**src/rtl/buck_pwm_core.sv**
```systemverilog
module buck_pwm_core #(
  parameter int PERIOD  = 333,
  parameter int DEAD    = 2,
  parameter int DUTY_W  = 9,
  parameter int MAX_PCT = 90
) (
  input  logic              clk,
  input  logic              rst_n,
  input  logic [DUTY_W-1:0] duty_cmd,
  input  logic              enable,
  input  logic              fault,
  output logic              hs_gate,
  output logic              ls_gate,
  output logic              period_start
);

  localparam int CNT_W  = $clog2(PERIOD);
  localparam int MAX_ON = PERIOD * MAX_PCT / 100;
  localparam int VW     = ((CNT_W > DUTY_W) ? CNT_W : DUTY_W) + 2;
  localparam logic [VW-1:0] DEAD_V = VW'(DEAD);
  localparam logic [VW-1:0] MAX_V  = VW'(MAX_ON);
  localparam logic [VW-1:0] LAST_V = VW'(PERIOD - 1);

  logic [CNT_W-1:0] cnt;
  logic [VW-1:0]    duty_q;
  logic             run_q, flt_q;

  logic [VW-1:0] pos_v, cmd_v, cmd_clamped;
  logic          wrap, gate_ok, hs_win, ls_win;

  assign pos_v       = VW'(cnt);
  assign cmd_v       = VW'(duty_cmd);
  assign cmd_clamped = (cmd_v > MAX_V) ? MAX_V : cmd_v;
  assign wrap        = (pos_v == LAST_V);
  assign gate_ok     = run_q & enable & ~fault & ~flt_q;
  assign hs_win      = (pos_v >= DEAD_V) && (pos_v < duty_q + DEAD_V);
  assign ls_win      = (pos_v >= duty_q + DEAD_V + DEAD_V);

  always_ff @(posedge clk or negedge rst_n) begin
    if (!rst_n) begin
      cnt          <= '0;
      duty_q       <= '0;
      run_q        <= 1'b0;
      flt_q        <= 1'b0;
      hs_gate      <= 1'b0;
      ls_gate      <= 1'b0;
      period_start <= 1'b0;
    end else begin
      cnt          <= wrap ? '0 : cnt + 1'b1;
      period_start <= (cnt == '0);
      hs_gate      <= gate_ok & hs_win;
      ls_gate      <= gate_ok & ls_win;
      flt_q        <= flt_q | fault;
      if (wrap) begin
        duty_q <= cmd_clamped;
        run_q  <= enable & ~fault & ~flt_q;
      end else if (!enable || fault) begin
        run_q  <= 1'b0;
      end
    end
  end

  logic [VW-1:0] hs_low, ls_low, hs_high;

  always_ff @(posedge clk or negedge rst_n) begin
    if (!rst_n) begin
      hs_low  <= DEAD_V;
      ls_low  <= DEAD_V;
      hs_high <= '0;
    end else begin
      hs_low  <= hs_gate ? '0 : ((hs_low < DEAD_V) ? hs_low + 1'b1 : hs_low);
      ls_low  <= ls_gate ? '0 : ((ls_low < DEAD_V) ? ls_low + 1'b1 : ls_low);
      hs_high <= !hs_gate ? '0 : ((hs_high < MAX_V) ? hs_high + 1'b1 : hs_high);
    end
  end


  strobe_pulse_chk: assert property (@(posedge clk) disable iff (!rst_n)
    period_start |=> !period_start);


  no_overlap_chk: assert property (@(posedge clk) disable iff (!rst_n)
    !(hs_gate && ls_gate));


  hs_dead_gap_chk: assert property (@(posedge clk) disable iff (!rst_n)
    $rose(hs_gate) |-> (ls_low >= DEAD_V));


  ls_dead_gap_chk: assert property (@(posedge clk) disable iff (!rst_n)
    $rose(ls_gate) |-> (hs_low >= DEAD_V));


  max_on_chk: assert property (@(posedge clk) disable iff (!rst_n)
    hs_gate |-> (hs_high < MAX_V));


  duty_hold_chk: assert property (@(posedge clk) disable iff (!rst_n)
    !$stable(duty_q) |-> (cnt == '0));


  shutdown_chk: assert property (@(posedge clk) disable iff (!rst_n)
    !enable |=> (!hs_gate && !ls_gate));


  fault_off_chk: assert property (@(posedge clk) disable iff (!rst_n)
    fault |=> (!hs_gate && !ls_gate));


  fault_hold_chk: assert property (@(posedge clk) disable iff (!rst_n)
    flt_q |-> (!hs_gate && !ls_gate));

endmodule

```
**config.mk**
```make
export PLATFORM = sky130hd
export DESIGN_NAME = buck_pwm_core
export DESIGN_NICKNAME = d
export VERILOG_FILES = /design/src/rtl/buck_pwm_core.sv
export SDC_FILE = /design/constraint.sdc
export NUM_CORES = 1
export LEC_CHECK = 0
export BUFFER_PORTS_ARGS = -buffer_cell sky130_fd_sc_hd__buf_4
export CAP_MARGIN = 20
export CORE_MARGIN = 2
export CORE_UTILIZATION = 45
export CTS_BUF_LIST = sky130_fd_sc_hd__clkbuf_4
export DETAILED_ROUTE_END_ITERATION = 12
export HOLD_SLACK_MARGIN = 0.06
export PLACE_DENSITY_LB_ADDON = 0.12
export SETUP_SLACK_MARGIN = 0.15
export SYNTH_ARGS = -nofsm -noshare
export SYNTH_HDL_FRONTEND = slang
export SYNTH_SLANG_ARGS = --single-unit
```
**constraint.sdc**
```tcl
create_clock -name clk -period 2.72 [get_ports clk]
set_input_delay 0.136 -clock clk [delete_from_list [all_inputs] [get_ports clk]]
set_output_delay 0.136 -clock clk [all_outputs]
set_load 0.005 [all_outputs]
```
==> out/qor.csv <==
stage;metric;value;unit
global_route;number of antenna violations at the first check in global routing;0;
synthesis;Mapped Nets;203;
synthesis;Post-Synthesis Cells;167;
synthesis;Synth Register Bits;23;
synthesis;most used flip-flop cell after synthesis;dfrtp_1;
final_layout;share of cells above drive strength 1;17.5;%
die;Chip Height;63.7;um
sta;setup slack after layout;0.161;ns
final_layout;fin nets;237;
placed_design;Detailed Place HPWL;2.56;mm
synthesis;Synth top area share;35.9;%
final_layout;most common cell after layout, fill and taps aside;dfrtp_1;
die;Boundary Pins;16;
power_and_ir_drop;cell area power density;281;mW/mm2
sta;Least-Margin Pin Slew;0.514;ns
die;cell row count;21;
clock_network;CTS tree;yes;
synthesis;Post-synth EDFFs;0;
min_path;worst min-delay path category;input pin to flop;
final_layout;diode count;0;
global_route;grt total ovfl;0;
outcome;status;finished clean;
drt;DR vias/cell;5.31;
synthesis;ys async rst share;100;%
final_layout;Synth-to-Final Area Change;22.4;%
power_and_ir_drop;Design Power;0.552;mW
final_layout;Util after Layout;58.0;%
final_layout;final standard cell area without fillers;0.00196;mm2
die;DIE AREA;0.00406;mm2
clock_network;TritonCTS buffer count;3;
die;die width;63.7;um
worst_setup_path;Worst Path Max Fanout;5;
sta;RSZ-0062 raised after global routing;true;
clock_network;H-Tree Depth;1;
clock_network;clk_lat worst skew;0.32;ns
drt;via count;1307;
sta;Hold WS;0.0735;ns
global_route;first-pass GRT wire length;5.94;mm
drt;DRC;0;
drt;DRT Wirelength;3.37;mm
worst_setup_path;Critical Path RT;2.94;ns
final_layout;Non-Filler Instances;246;
sta;setup TNS;0;ns
power_and_ir_drop;VDD IR max;0.174;mV
run;Max-Cap Viols;0;
global_route;GRT Overall Usage;18.6;%
clock_network;clk slew on worst S/H paths;0.13;ns
worst_setup_path;Startpoint Class;flop;
sta;Tcrit/Tclk final;94.1;%
sta;pins over their slew limit;0;
worst_setup_path;crit path DAT;2.78;ns
drt;post-DR wirelength/cell;13.7;um
die;Starting Density;47.4;%
synthesis;leading area contributor after synthesis;dfrtp_1;
clock_network;Max clock buf depth;2;
sta;min cycle time layout;2.56;ns
global_route;vias in the first global route;1291;
synthesis;Avg Cell Area, Syn;9.61;um2
placed_design;placed instance count;229;
sta;final hold viol count;0;
synthesis;yosys warns;0;
global_route;pin count of the biggest net entering global routing;24;
synthesis;post-synthesis sequential area ratio;35.9;%
worst_setup_path;Crit. End Element;flop;
drt;Pre-antenna DRT Iters;4;
placed_design;Post-DP Area;0.00179;mm2
synthesis;cell area after synthesis;0.00161;mm2
power_and_ir_drop;leak pwr;0.928;nW
placed_design;Final Wtd Congestion;0.858;
sta;final setup fails;0;
final_layout;most frequent cells in the layout;23 x dfrtp_1, 21 x ha_1, 21 x buf_4;
clock_network;Root Buffer Master;clkbuf_4;
die;core area;0.00339;mm2
drt;DRT iter0 DRCs;91;
synthesis;Area contributors post-synth;dfrtp_1 36%, ha_1 18%, xnor2_1 6.0%;
synthesis;distinct cell type count after synthesis;40;
drt;number of routed nets with antenna violations;0;
placed_design;worst slack, placed;0.00312;ns
placed_design;port bufs;15;
worst_setup_path;Critical Setup Path Class;flop to flop;
clock_network;Sink Count;23;
sta;Clock Skews;0.00672;ns
sta;Fmax;391;MHz
sta;slew margin rel.;65.3;%
==> metal layers <==
metal	share of wire [%]	global-route usage [%]	vias to the layer above
met5	0	0	-
met4	1.4	6.52	0
met3	2.4	2.32	6
met2	47	31.2	20
met1	49	24.5	619
li1	-	-	662
==> where the power goes <==
group | internal (mW) | switching [mW] | total (mW)
registers | 0.342 | 0.0000000000000000231 | 0.342
logic | 0.0221 | 0.0146 | 0.0368
clock network | 0.0674 | 0.106 | 0.174
total | 0.431 | 0.121 | 0.552
==> kinds of logic after synthesis <==
group / synth area share, %
AOI/OAI and AO/OA: 14.4
xor gates and xnor gates: 9.27
adders and majority gates: 17.9
buffers and inverters: 3.90
DFF: 35.9
muxes: 0.701
and+or+nand+nor: 17.9
==> synthesized netlist by cell type, types with 2 or more instances <==
library cell / count
dfrtp_1: 23
ha_1: 23
nor2_1: 14
inv_1: 13
xnor2_1: 11
a21oi_1: 10
o21ai_0: 8
nand2_1: 7
nand4_1: 7
xor2_1: 6
a21o_1: 3
and3_1: 3
nand3_1: 3
nand3b_1: 3
nor2b_1: 3
a2111oi_0: 2
and2_2: 2
buf_2: 2
nor3_1: 2
o21a_1: 2
==> what timing repair did <==
item,in CTS,in global routing
endpoints found under the hold margin,33,0
cloned,0,0
endpoints found under the setup margin,1,2
hold buffers,11,0
pin swaps,0,1
buffers inserted,2,0
resized for setup,5,2
==> layout make-up <==
class	instances	area, um2
clock buffers	4	30.0
fillers	293	1430
inverters	13	48.8
multi-input cells	128	985
flip-flops and latches	23	576
well taps	46	57.6
repair buffers	32	268
==> final timing paths <==
check                                 startpoint               endpoint  slack (ns)  depth (start not counted)
setup / recovery           duty_q[2]$_DFFE_PN0N_      ls_gate$_DFF_PN0_        0.16                          9
hold / removal                       duty_cmd[8]  duty_q[8]$_DFFE_PN0N_        0.07                          2
setup reg to reg           duty_q[2]$_DFFE_PN0N_      ls_gate$_DFF_PN0_        0.16                          9
hold reg to reg                  flt_q$_DFF_PN0_        flt_q$_DFF_PN0_        0.51                          1
max in group asynchronous                  rst_n       cnt[1]$_DFF_PN0_        2.26                          2
min in group asynchronous                  rst_n      ls_gate$_DFF_PN0_        0.23                          2
==> worst max-delay path: stages (launching register included) <==
cell and delay (ns):
dfrtp_1 0.44, ha_2 0.23, a21bo_1 0.20, a211o_1 0.28
or3_4 0.34, xnor2_1 0.14, ha_1 0.22, a2111oi_2 0.33
o21ai_1 0.13, o311a_1 0.14
==> state kept, by name, summed over array words and instances (netlist names) <==
name	count
duty_q	9
cnt	9
ls_gate	1
period_start	1
run_q	1
hs_gate	1
flt_q	1
Power figures use the tool's default switching activity.
